$ cat config.mk
export PLATFORM = sky130hd
export DESIGN_NAME = digit_alu
export DESIGN_NICKNAME = d
export VERILOG_FILES = /design/src/rtl/digit_alu_pkg.sv /design/src/rtl/digit_alu_opdec.sv /design/src/rtl/digit_alu_slice.sv /design/src/rtl/digit_alu.sv
export SDC_FILE = /design/constraint.sdc
export NUM_CORES = 1
export LEC_CHECK = 0
export ABC_AREA = 0
export BUFFER_PORTS_ARGS = -buffer_cell sky130_fd_sc_hd__clkbuf_2
export CORE_ASPECT_RATIO = 0.6
export CORE_MARGIN = 5
export CORE_UTILIZATION = 57
export CTS_CLUSTER_DIAMETER = 50
export DETAILED_ROUTE_END_ITERATION = 6
export PLACE_DENSITY = 0.85
export SETUP_SLACK_MARGIN = 0.15
export SLEW_MARGIN = 15
export SYNTH_ARGS = -nofsm -noshare
export SYNTH_HDL_FRONTEND = slang
export SYNTH_SLANG_ARGS = --single-unit
$ cat constraint.sdc
create_clock -name clk -period 6.2 [get_ports clk]
set_clock_uncertainty 0.05 [all_clocks]
set_input_delay 1.24 -clock clk [delete_from_list [all_inputs] [get_ports clk]]
set_output_delay 1.24 -clock clk [all_outputs]
set_load 0.01 [all_outputs]
$ cat src/rtl/digit_alu_pkg.sv
package digit_alu_pkg;

    typedef enum logic [4:0] {
        OP_ADD  = 5'd0,
        OP_ADC  = 5'd1,
        OP_SUB  = 5'd2,
        OP_SBC  = 5'd3,
        OP_AND  = 5'd4,
        OP_OR   = 5'd5,
        OP_XOR  = 5'd6,
        OP_CMP  = 5'd7,
        OP_TEST = 5'd8,
        OP_NEG  = 5'd9,
        OP_NEGC = 5'd10,
        OP_RSUB = 5'd11,
        OP_RSBC = 5'd12,
        OP_ANDN = 5'd13,
        OP_ORN  = 5'd14,
        OP_XORN = 5'd15,
        OP_NOT  = 5'd16
    } alu_op_e;

    typedef enum logic [1:0] {
        CIN_ZERO = 2'd0,
        CIN_ONE  = 2'd1,
        CIN_FLAG = 2'd2
    } cin_sel_e;

    typedef enum logic [1:0] {
        LF_AND  = 2'd0,
        LF_OR   = 2'd1,
        LF_XOR  = 2'd2,
        LF_PASS = 2'd3
    } logic_fn_e;

    typedef struct packed {
        logic      valid;
        logic      arith;
        logic      zero_x;
        logic      inv_x;
        logic      inv_y;
        cin_sel_e  cin;
        logic_fn_e lfn;
        logic      wb;
    } alu_ctl_t;

endpackage

$ cat src/rtl/digit_alu_opdec.sv
module digit_alu_opdec
    import digit_alu_pkg::*;
(
    input  logic [4:0] op_i,
    output alu_ctl_t   ctl_o
);

    always_comb begin
        ctl_o        = '0;
        ctl_o.valid  = 1'b1;
        ctl_o.wb     = 1'b1;
        ctl_o.cin    = CIN_ZERO;
        ctl_o.lfn    = LF_AND;
        case (op_i)
            OP_ADD:  begin ctl_o.arith = 1'b1; end
            OP_ADC:  begin ctl_o.arith = 1'b1; ctl_o.cin = CIN_FLAG; end
            OP_SUB:  begin ctl_o.arith = 1'b1; ctl_o.inv_y = 1'b1; ctl_o.cin = CIN_ONE; end
            OP_SBC:  begin ctl_o.arith = 1'b1; ctl_o.inv_y = 1'b1; ctl_o.cin = CIN_FLAG; end
            OP_CMP:  begin ctl_o.arith = 1'b1; ctl_o.inv_y = 1'b1; ctl_o.cin = CIN_ONE;
                           ctl_o.wb = 1'b0; end
            OP_NEG:  begin ctl_o.arith = 1'b1; ctl_o.zero_x = 1'b1; ctl_o.inv_y = 1'b1;
                           ctl_o.cin = CIN_ONE; end
            OP_NEGC: begin ctl_o.arith = 1'b1; ctl_o.zero_x = 1'b1; ctl_o.inv_y = 1'b1;
                           ctl_o.cin = CIN_FLAG; end
            OP_RSUB: begin ctl_o.arith = 1'b1; ctl_o.inv_x = 1'b1; ctl_o.cin = CIN_ONE; end
            OP_RSBC: begin ctl_o.arith = 1'b1; ctl_o.inv_x = 1'b1; ctl_o.cin = CIN_FLAG; end
            OP_AND:  begin ctl_o.lfn = LF_AND; end
            OP_TEST: begin ctl_o.lfn = LF_AND; ctl_o.wb = 1'b0; end
            OP_OR:   begin ctl_o.lfn = LF_OR; end
            OP_XOR:  begin ctl_o.lfn = LF_XOR; end
            OP_ANDN: begin ctl_o.lfn = LF_AND; ctl_o.inv_y = 1'b1; end
            OP_ORN:  begin ctl_o.lfn = LF_OR; ctl_o.inv_y = 1'b1; end
            OP_XORN: begin ctl_o.lfn = LF_XOR; ctl_o.inv_y = 1'b1; end
            OP_NOT:  begin ctl_o.lfn = LF_PASS; ctl_o.inv_y = 1'b1; end
            default: begin ctl_o.valid = 1'b0; ctl_o.wb = 1'b0; end
        endcase
    end

    // an undefined code never requests writeback
    always_comb begin
        a_r10_undef_no_wb: assert (ctl_o.valid || !ctl_o.wb);
    end

endmodule

$ cat src/rtl/digit_alu_slice.sv
module digit_alu_slice
    import digit_alu_pkg::*;
#(
    parameter int DW = 2
) (
    input  logic [DW-1:0] p_i,
    input  logic [DW-1:0] q_i,
    input  logic          c_i,
    input  logic          arith_i,
    input  logic_fn_e     fn_i,
    output logic [DW-1:0] r_o,
    output logic          c_o,
    output logic          c_top_o
);

    logic [DW:0]   chain;
    logic [DW-1:0] sum_bits;
    logic [DW-1:0] log_bits;

    assign chain[0] = c_i;

    for (genvar g = 0; g < DW; g++) begin : g_bit
        assign sum_bits[g]  = p_i[g] ^ q_i[g] ^ chain[g];
        assign chain[g + 1] = (p_i[g] & q_i[g]) | (chain[g] & (p_i[g] ^ q_i[g]));
        assign log_bits[g]  = (fn_i == LF_AND) ? (p_i[g] & q_i[g]) :
                              (fn_i == LF_OR)  ? (p_i[g] | q_i[g]) :
                              (fn_i == LF_XOR) ? (p_i[g] ^ q_i[g]) : q_i[g];
    end

    assign r_o     = arith_i ? sum_bits : log_bits;
    assign c_o     = chain[DW];
    assign c_top_o = chain[DW-1];

endmodule

$ cat src/rtl/digit_alu.sv
module digit_alu
    import digit_alu_pkg::*;
#(
    parameter int DW       = 2,
    parameter int NARROW_W = 8,
    parameter int WIDE_W   = 16
) (
    input  logic          clk,
    input  logic          rst_n,
    input  logic          start,
    input  logic [4:0]    op,
    input  logic          wide,
    input  logic          swap,
    input  logic          c_in,
    input  logic [DW-1:0] a_dig,
    input  logic [DW-1:0] b_dig,
    output logic [DW-1:0] res_dig,
    output logic          res_valid,
    output logic          wb,
    output logic          done,
    output logic          flag_c,
    output logic          flag_z,
    output logic          flag_s,
    output logic          flag_v
);

    localparam int NDIG_N = NARROW_W / DW;
    localparam int NDIG_W = WIDE_W / DW;
    localparam int CW     = (NDIG_W > 1) ? $clog2(NDIG_W) : 1;
    localparam logic [CW-1:0] LAST_N = CW'(NDIG_N - 1);
    localparam logic [CW-1:0] LAST_W = CW'(NDIG_W - 1);

    typedef struct packed {
        logic          busy;
        logic [CW-1:0] cnt;
        logic          carry;
        logic          zacc;
        alu_ctl_t      ctl;
        logic          wide;
        logic          swap;
        logic          cflag;
        logic          fc;
        logic          fz;
        logic          fs;
        logic          fv;
    } state_t;

    state_t st_d, st_q;

    alu_ctl_t      dec_ctl;
    alu_ctl_t      cur_ctl;
    logic          accept;
    logic          active;
    logic          cur_wide;
    logic          cur_swap;
    logic          cur_cflag;
    logic [CW-1:0] cur_cnt;
    logic          first;
    logic          last;
    logic [DW-1:0] x_dig, y_dig, p_dig, q_dig, r_dig;
    logic          dig_cin, dig_cout, dig_ctop;
    logic          zacc_d;

    digit_alu_opdec u_dec (
        .op_i  (op),
        .ctl_o (dec_ctl)
    );

    digit_alu_slice #(.DW(DW)) u_slice (
        .p_i     (p_dig),
        .q_i     (q_dig),
        .c_i     (dig_cin),
        .arith_i (cur_ctl.arith),
        .fn_i    (cur_ctl.lfn),
        .r_o     (r_dig),
        .c_o     (dig_cout),
        .c_top_o (dig_ctop)
    );

    always_comb begin
        accept    = start && !st_q.busy && dec_ctl.valid;
        cur_ctl   = accept ? dec_ctl : st_q.ctl;
        cur_wide  = accept ? wide    : st_q.wide;
        cur_swap  = accept ? swap    : st_q.swap;
        cur_cflag = accept ? c_in    : st_q.cflag;
        cur_cnt   = accept ? '0      : st_q.cnt;
        active    = (accept || st_q.busy) && cur_ctl.valid;
        first     = (cur_cnt == '0);
        last      = (cur_cnt == (cur_wide ? LAST_W : LAST_N));

        x_dig = cur_swap ? b_dig : a_dig;
        y_dig = cur_swap ? a_dig : b_dig;
        p_dig = cur_ctl.zero_x ? '0 : (cur_ctl.inv_x ? ~x_dig : x_dig);
        q_dig = cur_ctl.inv_y ? ~y_dig : y_dig;

        if (first) begin
            case (cur_ctl.cin)
                CIN_ONE:  dig_cin = 1'b1;
                CIN_FLAG: dig_cin = cur_cflag;
                default:  dig_cin = 1'b0;
            endcase
        end else begin
            dig_cin = st_q.carry;
        end

        zacc_d = (first ? 1'b1 : st_q.zacc) & (r_dig == '0);

        st_d = st_q;
        if (active) begin
            st_d.busy  = !last;
            st_d.cnt   = cur_cnt + CW'(1);
            st_d.carry = dig_cout;
            st_d.zacc  = zacc_d;
            st_d.ctl   = cur_ctl;
            st_d.wide  = cur_wide;
            st_d.swap  = cur_swap;
            st_d.cflag = cur_cflag;
            if (last) begin
                st_d.fc = cur_ctl.arith & dig_cout;
                st_d.fz = zacc_d;
                st_d.fs = r_dig[DW-1];
                st_d.fv = cur_ctl.arith & (dig_cout ^ dig_ctop);
            end
        end

        res_valid = active;
        res_dig   = active ? r_dig : '0;
        wb        = active & cur_ctl.wb;
        done      = active & last;
        flag_c    = st_q.fc;
        flag_z    = st_q.fz;
        flag_s    = st_q.fs;
        flag_v    = st_q.fv;
    end

    always_ff @(posedge clk or negedge rst_n) begin
        if (!rst_n) begin
            st_q <= '0;
        end else begin
            st_q <= st_d;
        end
    end

    // the final digit ends the operation
    a_r2_done_ends: assert property (@(posedge clk) disable iff (!rst_n)
        done |=> !st_q.busy);

    // flags move only after a final digit
    a_r8_flags_hold: assert property (@(posedge clk) disable iff (!rst_n)
        !done |=> $stable({flag_c, flag_z, flag_s, flag_v}));

    // latched controls stay fixed mid-operation
    a_r9_ctl_locked: assert property (@(posedge clk) disable iff (!rst_n)
        (st_q.busy && !done) |=> ($stable(st_q.ctl) && $stable(st_q.wide) && $stable(st_q.swap)));

    // digit counter stays within the selected width
    a_r1_cnt_bound: assert property (@(posedge clk) disable iff (!rst_n)
        st_q.busy |-> (st_q.cnt <= (st_q.wide ? LAST_W : LAST_N)));

    // writeback only accompanies a valid digit
    a_r5_wb_needs_valid: assert property (@(posedge clk) disable iff (!rst_n)
        wb |-> res_valid);

    // an undefined code with idle unit yields no digit
    a_r10_undef_idle: assert property (@(posedge clk) disable iff (!rst_n)
        (start && !st_q.busy && !dec_ctl.valid) |-> !res_valid);

endmodule

## Yosys cells after proc, flatten, opt, wreduce, memory -nomap -nowiden

Cells that the tools add are included.

- Output and inout port bits: 9
- Flip-flop bits (word level): 23
- Word-level logic and storage cells: 112

- Add/subtract/negate cells: 1
- Reductions and logical operators: 21
- Mux-type cells: 30
- Equal/unequal tests: 21
- Bitwise logic cells: 20

Operators with widths:

| operator | count |
|---|---|
| 5-bit by 4-bit equality test with 1-bit output, second input constant | 8 |
| 5-bit by 3-bit equality test with 1-bit output, second input constant | 4 |
| 9-bit OR reduction | 2 |
| 1-bit two-way mux | 17 |
| 17-bit OR reduction | 1 |
| 15-bit OR reduction | 1 |
| 2-bit two-way mux | 7 |
| 5-bit by 2-bit equality test with 1-bit output, second input constant | 2 |
| 10-bit two-way mux | 1 |
| 1-bit bitwise AND | 9 |
| 2-bit OR reduction | 4 |
| 4-bit OR reduction | 2 |
| 3-bit two-way mux | 2 |
| 2-bit case mux with 3 select lines | 1 |
| 5-bit by 1-bit equality test with 1-bit output, second input constant | 1 |
| 5-bit equality test, second input constant | 1 |
| 5-bit logical NOT | 1 |
| 1-bit bitwise XOR | 5 |
| 2-bit by 1-bit equality test with 1-bit output, second input constant | 2 |
| 2-bit equality test, second input constant | 2 |
| 2-bit logical NOT | 2 |
| 2-bit inverter | 2 |
| 1-bit bitwise OR | 4 |
| 2-bit case mux with 2 select lines | 1 |
| other kinds (8) | 11 |

## Longest topological paths before layout

- Word-level depth: 16
- Depth in mapped cells: 17

## By module

A second synthesis with hierarchy kept.

- Cell total of the unflattened synthesis: 189
- Area, all modules: 1697.9 sq um

By module, submodules not included:

| module | times used | area an instance (sq um) | cells an instance | seq. area each (sq um) |
|---|---|---|---|---|
| digit_alu | 1 | 1232.4 | 121 | 575.6 |
| digit_alu_opdec | 1 | 274.0 | 46 | 0.0 |
| digit_alu_slice | 1 | 191.4 | 22 | 0.0 |

## Worst setup path after synthesis

OpenSTA, ideal clock, no wires.

- Path kind: input to output
- Start: input op[2]
- End: output res_dig[1]
- Path buffers: 2
- Cell stages on the path: 15
- Required time: 4910 ps
- Arrival: 4066 ps
- Path slack: 844 ps
- Path through: o41ai_4 nand2_1 clkbuf_1 clkbuf_1 nand2_1 o21ai_0 ha_1 nor3_1 a21oi_1 fa_1 inv_1 fa_1 nand2_1 o21ai_2 and2_1

RTL lines:

| element | RTL line | text |
|---|---|---|
| start, declared | digit_alu.sv:11 | `input logic [4:0] op,` |
| end, declared | digit_alu.sv:17 | `output logic [DW-1:0] res_dig,` |

==> summary.md <==
| Metric | Value |
|---|---|
| Status | `completed` |
| Number of max-cap violations | `0` |
| Netlist cell types | `between 40 and 50` |
| Post-synth EDFFs | `0` |
| Final min period | `around 5.8 ns` |
| Number of warnings issued by yosys | `0` |
| DR top layer | `met4` |
| I/O pin cnt | `24` |
| Slew Limit Fails | `0` |
| DP Area | `approximately 1800 µm²` |
| FMAX | `~170 MHz` |
| Met2 Routed Length | `roughly 1600 µm` |
| CP startpoint kind | `input port` |
| CTS Buf Count | `3` |
| Routed Antenna Nets | `0` |
| Cells after DPL | `between 200 and 300` |
| Drt first pass iters | `4` |
| Setup CP Type | `in -> out` |
| Core Area | `approximately 2900 µm²` |
| Share of cells above drive strength 1 | `between 10% and 20%` |
| Post-CTS setup buffer count | `0` |
| Post-synthesis compound-gate area fraction | `approximately a fifth` |
| Met1 WL | `around 1900 µm` |
| FF+latch count, synth | `23` |
| Worst-Skew Late Latency | `0.27 ns` |
| Synthesized instance count | `just under 200` |
| Filler cell count | `245` |
| Max-slew headroom | `between 50% and 60%` |
| Post-synth ARST share | `100%` |
| Wire per inst | `between 10 and 15 µm` |
| CTS tree | `done` |
| Final core utilization | `roughly 66%` |
| Initial antenna violation count | `0` |
| Num rows | `15` |
| Netlist Area Pre-Place | `1690 µm²` |
| ANT cells | `0` |
| H-tree depth | `1` |
| Kind of end point of the critical path | `output port` |
| Mapped Nets | `~220` |
| CP Data Arrival Time | `between 4 and 5 ns` |
| TNS Setup | `0 ns` |
| Fin crit share | `92.9%` |
| Routed wl met3 | `213 µm` |
| Leakage | `roughly 0.00095 µW` |
| Syn_area_per_cell | `between 8 and 9 µm²` |
| Clk slew on worst S/H paths | `about 0.080 ns` |
| Synth Area in Adders | `just over 8%` |
| Crit Path Max Fanout | `19` |
| Final Hold Vio Count | `0` |
| Clock tree buffer depth | `2` |
| Largest family of logic cells by synthesized area | `simple AND/OR/NAND/NOR gates` |
| Main synth FF type | `dfrtp_1` |
| Design Area, Final | `~1900 µm²` |
| Setup violators final | `0` |
| Starting Density | `59.2%` |
| Non-Filler Instances | `between 200 and 300` |
| CTS Sinks | `23` |
| Die X | `between 80 and 90 µm` |
| Largest net degree at the start of global routing | `24` |
| # DRC | `0` |
| Drt via density | `between 5 and 6` |
| Worst Hold Class | `reg -> reg` |
| Synth Area in Simple Gates | `about 22%` |
| DR iter-0 viols | `101` |
| Critical Path RT | `between 4 and 5 ns` |
| Chip height | `52.2 µm` |
| RSZ-0062 raised after global routing | `no` |
| Sequential area share after synthesis | `34.1%` |
| XOR/XNOR share of the synthesized area | `approximately 4.2%` |
| Fin nets | `between 200 and 250` |
| Hold_buf cts | `0` |
| Gr ovfl total | `0` |
| CTS resizes | `0` |
| Max VDD drop | `0.000285 V` |
| PwrDens | `483 nW/µm²` |
| Gpl congestion | `about 0.9` |
| First-pass GRT wire length | `around 6100 µm` |
| Gr usage total | `approximately a fifth` |
| Layout area overhead | `11.5%` |
| Mux cell area share after synthesis | `~5.5%` |
| Root buffer cell | `clkbuf_8` |
| Port buffer count | `23` |
| Worst-Margin Slew | `between 0.7 and 0.8 ns` |
| Die area | `4190 µm²` |
| Drt total wl | `3710 µm` |
| HPWL reported at the end of detailed placement | `~2900 µm` |
| Vias in the first global route | `around 1.3k` |
| Pwr Total | `a little over 900 µW` |
| Routed vias | `1445` |
through the flow:
step / hold slack (ns) / worst slack, ns
6_report: 0.421 / 0.442
5_1_grt: 0.453 / 0.217
4_1_cts: 0.425 / 0.455
3_5_place_dp: 0.405 / 0.465
3_3_place_gp: 0.401 / 0.538
2_1_floorplan: 0.383 / 0.844
cells by family after synthesis:
| family | after synthesis |
|---|---|
| AND/OR/NAND/NOR | 74 |
| XOR/XNOR | 8 |
| buffers and inverters | 24 |
| AO/OA/AOI/OAI | 46 |
| adder cells (fa/ha/maj) | 10 |
| multiplexers | 9 |
| flip-flops | 23 |
synthesized netlist by cell type (4+ instances only):
cell	count	share of area (%)
a21oi_1	11	3.3
o21ai_0	9	2.7
nor2_1	12	2.7
xnor2_1	5	2.6
nor2b_1	4	1.5
and2_1	4	1.5
nand2b_1	8	3.0
a22o_1	4	2.1
nand2_1	32	7.1
clkbuf_1	4	0.89
inv_1	17	3.8
mux2i_1	7	4.2
ha_1	8	5.9
dfrtp_1	23	34
critical path, stage by stage:
cell and delay, ns:
clkbuf_2 0.21, o41ai_4 0.50, nand2_1 0.12, buf_4 0.21, o21ai_0 0.28, ha_1 0.29
nor3_1 0.19, a21oi_1 0.08, fa_1 0.41, inv_1 0.09, fa_1 0.40, nand2_1 0.08
o21ai_2 0.08, and2_1 0.16, clkbuf_2 0.12
registers in the layout, summed over array words and instances, names as in the netlist:
register,count
flag_v,1
flag_s,1
st_q,19
flag_z,1
flag_c,1
final timing paths:
| path | from | to | slack (ns) | depth (start not counted) |
|---|---|---|---|---|
| setup / recovery | op[3] | res_dig[1] | 0.44 | 15 |
| hold / removal | st_q[7]$_DFFE_PN0P_ | st_q[7]$_DFFE_PN0P_ | 0.42 | 2 |
| setup reg to reg | st_q[22]$_DFFE_PN0P_ | flag_s$_DFFE_PN0P_ | 2.65 | 13 |
| hold reg to reg | st_q[7]$_DFFE_PN0P_ | st_q[7]$_DFFE_PN0P_ | 0.42 | 2 |
| max in group asynchronous | rst_n | flag_c$_DFFE_PN0P_ | 4.82 | 1 |
| min in group asynchronous | rst_n | st_q[7]$_DFFE_PN0P_ | 0.90 | 1 |
where the power goes:
part           leakage (µW)  switching, µW  internal [µW]
registers          0.000284           40.8            212
clock network     0.0000255           49.7           44.9
logic              0.000641            326            236
cell usage in the layout (no fill, tap or decap), types with 4 or more instances in the layout:
cell and instances:
dfrtp_1 23, a22o_1 4, a21oi_1 11, xnor2_1 5, and2_1 4, mux2i_1 7, nand2_1 32, ha_1 8
nand2b_1 8, o21ai_0 9, nor2_1 12, inv_1 17, nor2b_1 4, clkbuf_2 23
layer usage:
metal | up-vias | global-route usage [%]
met5 | - | 0
met4 | 0 | 3.65
met3 | 4 | 4.33
met2 | 42 | 29.3
met1 | 683 | 27.6
li1 | 716 | -
area by class of cell:
class | instances | area, µm² | share of cell area (%)
inverters | 17 | 63.8 | 3.39
clock inverters | 1 | 5.00 | 0.266
clock buffers | 3 | 41.3 | 2.19
multi-input cells | 147 | 1010 | 53.9
flip-flops and latches | 23 | 576 | 30.6
repair buffers | 25 | 130 | 6.91
well taps | 42 | 52.6 | 2.79
(Power assumes the default switching activity.)
